[config.mk]
export PLATFORM = sky130hd
export DESIGN_NAME = flit_detector
export DESIGN_NICKNAME = d
export VERILOG_FILES = /design/src/rtl/flit_det_pkg.sv /design/src/rtl/flit_pair_step.sv /design/src/rtl/flit_frame_ctrl.sv /design/src/rtl/flit_detector.sv
export SDC_FILE = /design/constraint.sdc
export NUM_CORES = 1
export LEC_CHECK = 0
export CORE_MARGIN = 5
export CORE_UTILIZATION = 45
export DETAILED_ROUTE_END_ITERATION = 16
export PLACE_DENSITY = 0.7
export SETUP_SLACK_MARGIN = 0.3
export SLEW_MARGIN = 20
export SYNTH_ARGS = -nofsm -noshare
export SYNTH_HDL_FRONTEND = slang
export SYNTH_SLANG_ARGS = --single-unit
export TNS_END_PERCENT = 10
[constraint.sdc]
create_clock -name clk_i -period 2.25 [get_ports clk_i]
set_input_delay 0.45 -clock clk_i [delete_from_list [all_inputs] [get_ports clk_i]]
set_output_delay 0.45 -clock clk_i [all_outputs]
set_load 0.01 [all_outputs]
[src/rtl/flit_det_pkg.sv]
package flit_det_pkg;

  // {even, odd}; even bit is earlier on the wire
  typedef logic [1:0] pair_t;

  // live match candidates: aligned and one-bit-offset
  typedef struct packed {
    logic ca;
    logic cs;
  } cand_t;

  localparam cand_t CAND_NONE = '{ca: 1'b0, cs: 1'b0};
  localparam cand_t CAND_BOTH = '{ca: 1'b1, cs: 1'b1};

endpackage

[src/rtl/flit_pair_step.sv]
module flit_pair_step
  import flit_det_pkg::*;
#(
  parameter int unsigned PAT_W = 8,
  parameter logic [PAT_W-1:0] PATTERN = 8'b11011111,
  localparam int unsigned NP = PAT_W / 2,
  localparam int unsigned DW = $clog2(NP + 2)
) (
  input  logic [DW-1:0] depth_i,
  input  cand_t         cand_i,
  input  cand_t         allow_i,
  input  pair_t         pair_i,
  output logic [DW-1:0] depth_o,
  output cand_t         cand_o,
  output logic          hit_o,
  output logic          hit_shift_o
);

  localparam int unsigned W  = PAT_W + 2;
  localparam int unsigned NT = 2 ** DW;

  // aligned: pattern starts on an even slot; offset: starts on an odd slot
  localparam logic [W-1:0] AL_VAL = {PATTERN, 2'b00};
  localparam logic [W-1:0] AL_MSK = {{PAT_W{1'b1}}, 2'b00};
  localparam logic [W-1:0] SH_VAL = {1'b0, PATTERN, 1'b0};
  localparam logic [W-1:0] SH_MSK = {1'b0, {PAT_W{1'b1}}, 1'b0};

  pair_t al_val [NT];
  pair_t al_msk [NT];
  pair_t sh_val [NT];
  pair_t sh_msk [NT];

  for (genvar k = 0; k < NT; k++) begin : g_tgt
    localparam logic [W-1:0] AV = AL_VAL << (2 * k);
    localparam logic [W-1:0] AM = AL_MSK << (2 * k);
    localparam logic [W-1:0] SV = SH_VAL << (2 * k);
    localparam logic [W-1:0] SM = SH_MSK << (2 * k);
    assign al_val[k] = AV[W-1:W-2];
    assign al_msk[k] = AM[W-1:W-2];
    assign sh_val[k] = SV[W-1:W-2];
    assign sh_msk[k] = SM[W-1:W-2];
  end

  function automatic cand_t eval_pair(input logic [DW-1:0] k, input cand_t c,
                                      input pair_t p);
    cand_t r;
    r.ca = c.ca && (al_msk[k] == 2'b11) && (p == al_val[k]);
    r.cs = c.cs && (sh_msk[k] != 2'b00) &&
           (((p ^ sh_val[k]) & sh_msk[k]) == 2'b00);
    return r;
  endfunction

  cand_t first_c;
  cand_t cont_c;
  cand_t step_c;
  logic  hit_al;
  logic  hit_sh;

  always_comb begin
    first_c = eval_pair('0, allow_i, pair_i);
    cont_c  = eval_pair(depth_i, cand_i, pair_i);
    step_c  = (depth_i == '0) ? first_c : cont_c;
    hit_al  = step_c.ca && (depth_i == DW'(NP - 1));
    hit_sh  = step_c.cs && (depth_i == DW'(NP));

    hit_o       = 1'b0;
    hit_shift_o = 1'b0;
    depth_o     = '0;
    cand_o      = CAND_NONE;
    if (hit_al) begin
      hit_o = 1'b1;
    end else if (hit_sh) begin
      hit_o       = 1'b1;
      hit_shift_o = 1'b1;
    end else if (step_c.ca || step_c.cs) begin
      depth_o = depth_i + 1'b1;
      cand_o  = step_c;
    end else if (depth_i != '0 && (first_c.ca || first_c.cs)) begin
      // broken partial match: current pair may open a new one
      depth_o = DW'(1);
      cand_o  = first_c;
    end
  end

endmodule

[src/rtl/flit_frame_ctrl.sv]
module flit_frame_ctrl
  import flit_det_pkg::*;
#(
  parameter int unsigned PAT_W = 8,
  localparam int unsigned NP = PAT_W / 2,
  localparam int unsigned DW = $clog2(NP + 2)
) (
  input  logic          clk_i,
  input  logic          rst_ni,
  input  logic          en_i,
  input  logic          start_hit_i,
  input  logic          start_shift_i,
  input  logic          stop_hit_i,
  input  logic          stop_shift_i,
  input  logic [DW-1:0] depth_nxt_i,
  input  cand_t         cand_nxt_i,
  output logic [DW-1:0] depth_o,
  output cand_t         cand_o,
  output logic          active_o,
  output logic          shift_o,
  output logic          start_o,
  output logic          stop_o
);

  logic take_start;
  logic take_stop;

  assign take_start = !active_o && start_hit_i;
  assign take_stop  = active_o && stop_hit_i && (stop_shift_i == shift_o);

  always_ff @(posedge clk_i or negedge rst_ni) begin
    if (!rst_ni) begin
      depth_o  <= '0;
      cand_o   <= CAND_NONE;
      active_o <= 1'b0;
      shift_o  <= 1'b0;
      start_o  <= 1'b0;
      stop_o   <= 1'b0;
    end else if (!en_i) begin
      depth_o  <= '0;
      cand_o   <= CAND_NONE;
      active_o <= 1'b0;
      shift_o  <= 1'b0;
      start_o  <= 1'b0;
      stop_o   <= 1'b0;
    end else begin
      start_o <= take_start;
      stop_o  <= take_stop;
      if (take_start) begin
        active_o <= 1'b1;
        shift_o  <= start_shift_i;
        depth_o  <= '0;
        cand_o   <= CAND_NONE;
      end else if (take_stop) begin
        active_o <= 1'b0;
        depth_o  <= '0;
        cand_o   <= CAND_NONE;
      end else begin
        depth_o <= depth_nxt_i;
        cand_o  <= cand_nxt_i;
      end
    end
  end

  AST_DEPTH_BOUND: assert property (@(posedge clk_i) disable iff (!rst_ni)
    depth_o <= DW'(NP));
  AST_LAST_CHECK_OFFSET: assert property (@(posedge clk_i) disable iff (!rst_ni)
    (depth_o == DW'(NP)) |-> (cand_o.cs && !cand_o.ca));
  AST_EN_LOW_CLEARS: assert property (@(posedge clk_i) disable iff (!rst_ni)
    !en_i |=> (!active_o && !shift_o && !start_o && !stop_o && depth_o == '0));
  AST_SHIFT_HELD: assert property (@(posedge clk_i) disable iff (!rst_ni)
    (en_i && !start_o && $past(en_i)) |-> $stable(shift_o));
  AST_START_OPENS: assert property (@(posedge clk_i) disable iff (!rst_ni)
    start_o |-> (active_o && !$past(active_o)));
  AST_STOP_CLOSES: assert property (@(posedge clk_i) disable iff (!rst_ni)
    stop_o |-> (!active_o && $past(active_o)));

endmodule

[src/rtl/flit_detector.sv]
module flit_detector
  import flit_det_pkg::*;
#(
  parameter int unsigned PAT_W = 8,
  parameter logic [PAT_W-1:0] START_PAT = 8'b11011111,
  parameter logic [PAT_W-1:0] STOP_PAT  = 8'b10111111
) (
  input  logic clk_i,
  input  logic rst_ni,
  input  logic det_en_i,
  input  logic even_i,
  input  logic odd_i,
  output logic start_o,
  output logic stop_o,
  output logic shift_o,
  output logic active_o
);

  localparam int unsigned NP = PAT_W / 2;
  localparam int unsigned DW = $clog2(NP + 2);

  pair_t         pair;
  logic [DW-1:0] depth_q;
  cand_t         cand_q;
  cand_t         allow   [2];
  logic [DW-1:0] s_depth [2];
  cand_t         s_cand  [2];
  logic          s_hit   [2];
  logic          s_shift [2];
  logic [DW-1:0] depth_nxt;
  cand_t         cand_nxt;

  assign pair = {even_i, odd_i};

  // g=0 hunts start (either alignment), g=1 hunts stop (latched alignment)
  for (genvar g = 0; g < 2; g++) begin : g_hunt
    localparam logic [PAT_W-1:0] PAT = (g == 0) ? START_PAT : STOP_PAT;
    if (g == 0) begin : g_any
      assign allow[g] = CAND_BOTH;
    end else begin : g_latched
      assign allow[g] = '{ca: !shift_o, cs: shift_o};
    end
    flit_pair_step #(
      .PAT_W  (PAT_W),
      .PATTERN(PAT)
    ) u_step (
      .depth_i    (depth_q),
      .cand_i     (cand_q),
      .allow_i    (allow[g]),
      .pair_i     (pair),
      .depth_o    (s_depth[g]),
      .cand_o     (s_cand[g]),
      .hit_o      (s_hit[g]),
      .hit_shift_o(s_shift[g])
    );
  end

  assign depth_nxt = active_o ? s_depth[1] : s_depth[0];
  assign cand_nxt  = active_o ? s_cand[1]  : s_cand[0];

  flit_frame_ctrl #(
    .PAT_W(PAT_W)
  ) u_ctrl (
    .clk_i        (clk_i),
    .rst_ni       (rst_ni),
    .en_i         (det_en_i),
    .start_hit_i  (s_hit[0]),
    .start_shift_i(s_shift[0]),
    .stop_hit_i   (s_hit[1]),
    .stop_shift_i (s_shift[1]),
    .depth_nxt_i  (depth_nxt),
    .cand_nxt_i   (cand_nxt),
    .depth_o      (depth_q),
    .cand_o       (cand_q),
    .active_o     (active_o),
    .shift_o      (shift_o),
    .start_o      (start_o),
    .stop_o       (stop_o)
  );

  AST_PULSE_EXCL: assert property (@(posedge clk_i) disable iff (!rst_ni)
    !(start_o && stop_o));
  AST_START_ONE_CYCLE: assert property (@(posedge clk_i) disable iff (!rst_ni)
    start_o |=> !start_o);
  AST_STOP_ONE_CYCLE: assert property (@(posedge clk_i) disable iff (!rst_ni)
    stop_o |=> !stop_o);
  AST_NO_STOP_IDLE: assert property (@(posedge clk_i) disable iff (!rst_ni)
    !$past(active_o) |-> !stop_o);

endmodule

== Word-level counts from Yosys, hierarchy flattened ==
Memory sizes are Yosys's and may differ from the RTL's.
Index checks and enable logic that the tools add are counted.
Cells by class
  order comparisons: 1
  equality and inequality tests: 10
  reduce and logical (&&, ||, !) cells: 29
  mux-type cells: 51
  bitwise logic cells: 6
  add/sub/neg operators: 1
Operators with widths (count)
  2-to-1 mux 2 bit: 26
  2-to-1 mux 3 bit: 10
  logical AND 1 bit: 17
  2-to-1 mux 1 bit: 15
  equality test 2 bit, second input constant: 3
  zero test 2 bit: 3
  bitwise AND 2 bit: 2
  equality test 2 bit: 2
  greater-or-equal comparator 4 bit, second input constant: 1
  logical OR 1 bit: 4
  inverter 3 -> 4 bit: 1
  XOR 2 bit: 2
  adder 3 x 1 -> 3 bit, second input constant: 1
  equality test 3 x 2 -> 1 bit, second input constant: 1
  equality test 3 bit, second input constant: 1
  zero test 3 bit: 1
  inequality test 3 x 1 -> 1 bit, second input constant: 1
  nonzero test 3 bit: 1
  zero test 1 bit: 2
  inequality test 2 x 1 -> 1 bit, second input constant: 1
  nonzero test 2 bit: 1
  equality test 1 bit: 1
  inverter 1 bit: 1
Word-level totals
  input bits: 5
  flip-flop bits (word level): 9
  output and inout port bits: 4
  memory bits (read-only): 96
  logic and storage cells: 111
  memories: 6
Memory list
  (no name shown): depth 8, width 2, read ports 1, clocked after memory_dff 0, wr ports 0, line flit_pair_step.sv:47  | r.ca = c.ca && (al_msk[k] == 2'b11) && (p == al_val[k]);
  (no name shown): depth 8, width 2, read ports 1, clocked after memory_dff 0, wr ports 0, line flit_pair_step.sv:49  | (((p ^ sh_val[k]) & sh_msk[k]) == 2'b00);
  (no name shown): depth 8, width 2, read ports 1, clocked after memory_dff 0, wr ports 0, line flit_pair_step.sv:47
  (no name shown): depth 8, width 2, read ports 1, clocked after memory_dff 0, wr ports 0, line flit_pair_step.sv:49
  (no name shown): depth 8, width 2, read ports 1, clocked after memory_dff 0, wr ports 0, line flit_pair_step.sv:47
  (no name shown): depth 8, width 2, read ports 1, clocked after memory_dff 0, wr ports 0, line flit_pair_step.sv:48  | r.cs = c.cs && (sh_msk[k] != 2'b00) &&

== Logic depth before layout (Yosys ltp) ==
  word-level depth: 17
  depth in mapped cells: 8
  mapped depth without buffers: 7

== Cells and area by module ==
From an unflattened synthesis, not the netlist that was laid out.
Unflattened totals
  cell total of the unflattened synthesis: 98
  area total of the unflattened synthesis: 953.4 sq um
By module, submodules not included
  flit_frame_ctrl: cells each 24, area an instance 321.6 sq um, instances 1
  flit_pair_step (g_hunt[0].u_step): cells each 37, area an instance 289.0 sq um, instances 1
  flit_pair_step (g_hunt[1].u_step): cells each 30, area an instance 279.0 sq um, instances 1
  flit_detector: cells each 7, area an instance 63.8 sq um, instances 1

== Worst setup path after synthesis ==
OpenSTA, ideal clock, no wires.
  kind: register -> register
  from: reg u_ctrl.depth_o[2]
  to: reg u_ctrl.depth_o[0]
  data arrival time: 1.664 ns
  library setup time: 0.127 ns
  cell stages (with the launch flop): 9
  data required time: 2.123 ns
  slack: 0.458 ns
  path through: dfrtp_1 buf_2 inv_1 ha_1 inv_1 o41ai_1 a21oi_1 a31oi_1 nor4_2
Between the ends
  word-level cells in the longest chain between the ends: 17
RTL lines
  start, declared: line flit_frame_ctrl.sv:17  | output logic [DW-1:0] depth_o,
  start signal, assigned: line flit_frame_ctrl.sv:59  | depth_o <= depth_nxt_i;
  inverter 3 -> 4 bit (not written as such): line flit_pair_step.sv:47, flit_pair_step.sv:48, flit_pair_step.sv:49
  memory (8 x 2 bit)
  2-to-1 mux 2 bit (not written as such) (2 in a row): line flit_pair_step.sv:49
  XOR 2 bit: line flit_pair_step.sv:49
  bitwise AND 2 bit: line flit_pair_step.sv:49
  zero test 2 bit: line flit_pair_step.sv:49
  logical AND 1 bit: line flit_pair_step.sv:48
  2-to-1 mux 2 bit: line flit_pair_step.sv:62  | step_c = (depth_i == '0) ? first_c : cont_c;
  logical OR 1 bit / logical AND 1 bit (equally long branches): line flit_pair_step.sv:75, flit_pair_step.sv:64
  2-to-1 mux 3 bit / 2-to-1 mux 1 bit (equally long branches): line flit_pair_step.sv:75, flit_pair_step.sv:72
  2-to-1 mux 3 bit / 2-to-1 mux 1 bit (equally long branches): line flit_pair_step.sv:72, flit_pair_step.sv:70
  2-to-1 mux 3 bit (tied with other cells): line flit_pair_step.sv:70  | if (hit_al) begin
  2-to-1 mux 3 bit / logical AND 1 bit (equally long branches): line flit_detector.sv:58, flit_frame_ctrl.sv:29
  2-to-1 mux 3 bit: line flit_frame_ctrl.sv:54  | end else if (take_stop) begin
  2-to-1 mux 3 bit (*): line flit_frame_ctrl.sv:49  | if (take_start) begin
  2-to-1 mux 3 bit (*): line flit_frame_ctrl.sv:39  | end else if (!en_i) begin
Every way passes the cells marked *; elsewhere a longest branch is shown, timed or not. The select of a mux whose other input is x is not followed.
A chain may end at the register's enable or synchronous reset.

== Worst setup path in the final report ==
  from: reg u_ctrl.depth_o[0]
  to: reg u_ctrl.depth_o[2]
The elaborated chain is that of the path after synthesis.

==> impl_metrics.ini <==
[final_layout]
insertedDiodeCount = 0
final_util = 0.657
seq_area_sq_um = 228
fillCellCount = 155
drive_above_1_share = 0.421
fin_nets = 126
multi_input_area_sq_um = 611
area_growth_pct = 40.0
stdcell_area_sq_um = 1130
fin_cells = 139

[timing]
finalWorstSetupSlack_ns = 0.366
fin_crit_ns = 1.88
max_freq_mhz = 531
slew_violations = 0
period_share = 0.837
fin_skew_ns = 0.00257
whs_ns = 0.488
setup_viol = 0
rsz0062_at_grt = true
tightest_slew_ns = 0.405
setup_tns_ns = 0
hold_viol_final = 0
slew-limit-headroom = 0.729

[floorplanning]
core_sq_um = 1730
ios = 9
die_w_um = 52.4
start_util = 0.470
die_area_sq_um = 2750
die_h_um = 52.4
std_cell_rows = 15

[power]
p_per_area_nw_per_um2 = 405
ir_drop_uv = 343
p_leak_nw = 0.489
total_power_uw = 460

[placement]
placed_area_sq_um = 996
dp_hpwl_mm = 1.63
pre_cts_ws_ns = -0.0878
gp_congestion = 0.825
portBuffers = 8
dp_cells = 133

[yosys]
synthSimpleGateAreaFrac = 0.218
synth-compound-area-share = 0.289
async_reset_ff_frac = 1.00
syn_inst = 90
synth-seq-cells = 9
synth-adder-area-share = 0.0926
synth_nets = 101
synth.yosys.seq_area_share = 0.278
syn_area_sq_um = 811
yosysWarnings = 0
synthXorXnorAreaFrac = 0.0432
synth_top_family_by_area = compound AO/OA/AOI/OAI gates
syn_area_per_cell_sq_um = 9.01
synth_ff_type = dfrtp_1
synth_mux_area_frac = 0
synth_edf_count = 0
yosysUniqueCellTypes = 43

[cts]
cts_buffer_depth = 2
cts_tree = yes
clkSinkCount = 9
cts_made_buffers = 3
clockRootBuffer = clkbuf_4
h-tree-depth = 1
cts.clk_slew.worst_paths_ns = 0.06
insertion_delay_ns = 0.26

[setup_path]
endpoint_kind = flop
crit_type = flop to flop
crit_fanout = 4
worst_setup_path_start_kind = flop
r2r-start = u_ctrl.depth_o[0]$_DFF_PN0_
ff2ff_setup_slack_ns = 0.37
crit_arrival_ns = 2.05
worst_r2r_endpoint = u_ctrl.depth_o[2]$_DFF_PN0_
reg2regPathDepth = 9
cp-startpoint = u_ctrl.depth_o[0]$_DFF_PN0_
cp_data_required_time_ns = 2.41
endpoint = u_ctrl.depth_o[2]$_DFF_PN0_

[run]
cap_violations = 0

[drt]
drc = 0
via_per_inst = 5.74
drt_iter0_drc = 25
wire_per_inst_um = 15.8
wirelength_mm = 2.20
vias = 798
antenna_left = 0
dr.pass1.iters = 5

[global_route]
grt_first_pass_wirelength_mm = 3.57
grt_use_total = 0.179
grt_pass1_vias = 775
grt_max_degree = 12
antenna_found_initial = 0
overflow = 0

[min_path]
hp-class = input pin to asynchronous set/reset pin

[run_status]
outcome = finished, final reports clean
-- power by group --
group	switching [mW]	internal [mW]	leakage (nW)
clock network	0.0507	0.0680	0.0150
logic	0.0888	0.0767	0.354
registers	0.00711	0.169	0.120
-- cells in the final DEF, fill, tap and decap left out, types with 3 or more instances in the layout --
| master | netlist | final |
|---|---|---|
| a31oi_1 | 3 | 3 |
| nor2_1 | 3 | 3 |
| xor2_1 | 3 | 3 |
| clkdlybuf4s50_1 | 0 | 6 |
| a21oi_1 | 6 | 4 |
| dfrtp_1 | 9 | 7 |
| inv_1 | 9 | 5 |
| o211a_1 | 3 | 3 |
| inv_2 | 0 | 4 |
| clkbuf_4 | 0 | 3 |
| nand2_1 | 8 | 8 |
| buf_4 | 0 | 15 |
-- cell usage after synthesis, types with 2 or more instances --
library cell,number,area share
ha_1,6,0.093
dfrtp_1,9,0.28
nor3_1,2,0.012
o31ai_1,2,0.019
o211a_1,3,0.037
nand4_1,2,0.015
a31oi_1,3,0.023
nand3_1,2,0.012
inv_1,9,0.042
a21oi_1,6,0.037
nor2_1,3,0.014
xor2_1,3,0.032
buf_6,2,0.028
nand2_1,8,0.037
nand2b_1,2,0.015
-- worst min-delay path by stage --
stage | slack [ns] | cells past startpoint | to
2_1_floorplan | 0.15 | 0 | u_ctrl.active_o$_DFFE_PN0P_
3_3_place_gp | 0.63 | 2 | u_ctrl.stop_o$_DFF_PN0_
3_5_place_dp | 0.63 | 2 | u_ctrl.stop_o$_DFF_PN0_
4_1_cts | 0.50 | 1 | u_ctrl.depth_o[2]$_DFF_PN0_
5_1_grt | 0.52 | 1 | u_ctrl.depth_o[1]$_DFF_PN0_
6_report | 0.49 | 1 | u_ctrl.depth_o[1]$_DFF_PN0_
-- registers in the layout, indices dropped and copies added (netlist names) --
signal,flops
u_ctrl.active_o,1
u_ctrl.stop_o,1
u_ctrl.depth_o,3
u_ctrl.start_o,1
u_ctrl.cand_o,2
u_ctrl.shift_o,1
-- critical path, cell delays in order (launching register included) --
cell,delay [ns]
dfrtp_2,0.43
ha_1,0.21
ha_2,0.19
inv_1,0.07
o41ai_2,0.07
buf_4,0.14
a211oi_2,0.22
buf_4,0.17
o21ai_4,0.06
nor4b_2,0.24
-- cell families after synthesis --
family	after synthesis
DFF	9
and+or+nand+nor	28
buffers and inverters	13
xor gates and xnor gates	4
adders and majority gates	6
AOI/OAI and AO/OA	30
-- area by class of cell --
class,count,area share
multi-input cells,68,0.538
repair buffers,24,0.181
inverters,9,0.0298
well taps,25,0.0276
clock buffers,4,0.0232
flip-flops and latches,9,0.201
-- what timing repair did --
action	in CTS	in global routing
pin swaps	1	7
gates resized for setup	8	16
hold buffers	0	0
endpoints found under the setup margin	5	7
setup buffers	0	2
-- routing by layer --
layer,vias to the layer above,global-route usage,part of all wire
met4,0,0.0979,0.023
met2,18,0.283,0.49
met1,390,0.231,0.46
li1,385,-,-
met5,-,0,0
met3,5,0.0256,0.021
Note: power is estimated with default switching activity, not from simulation.
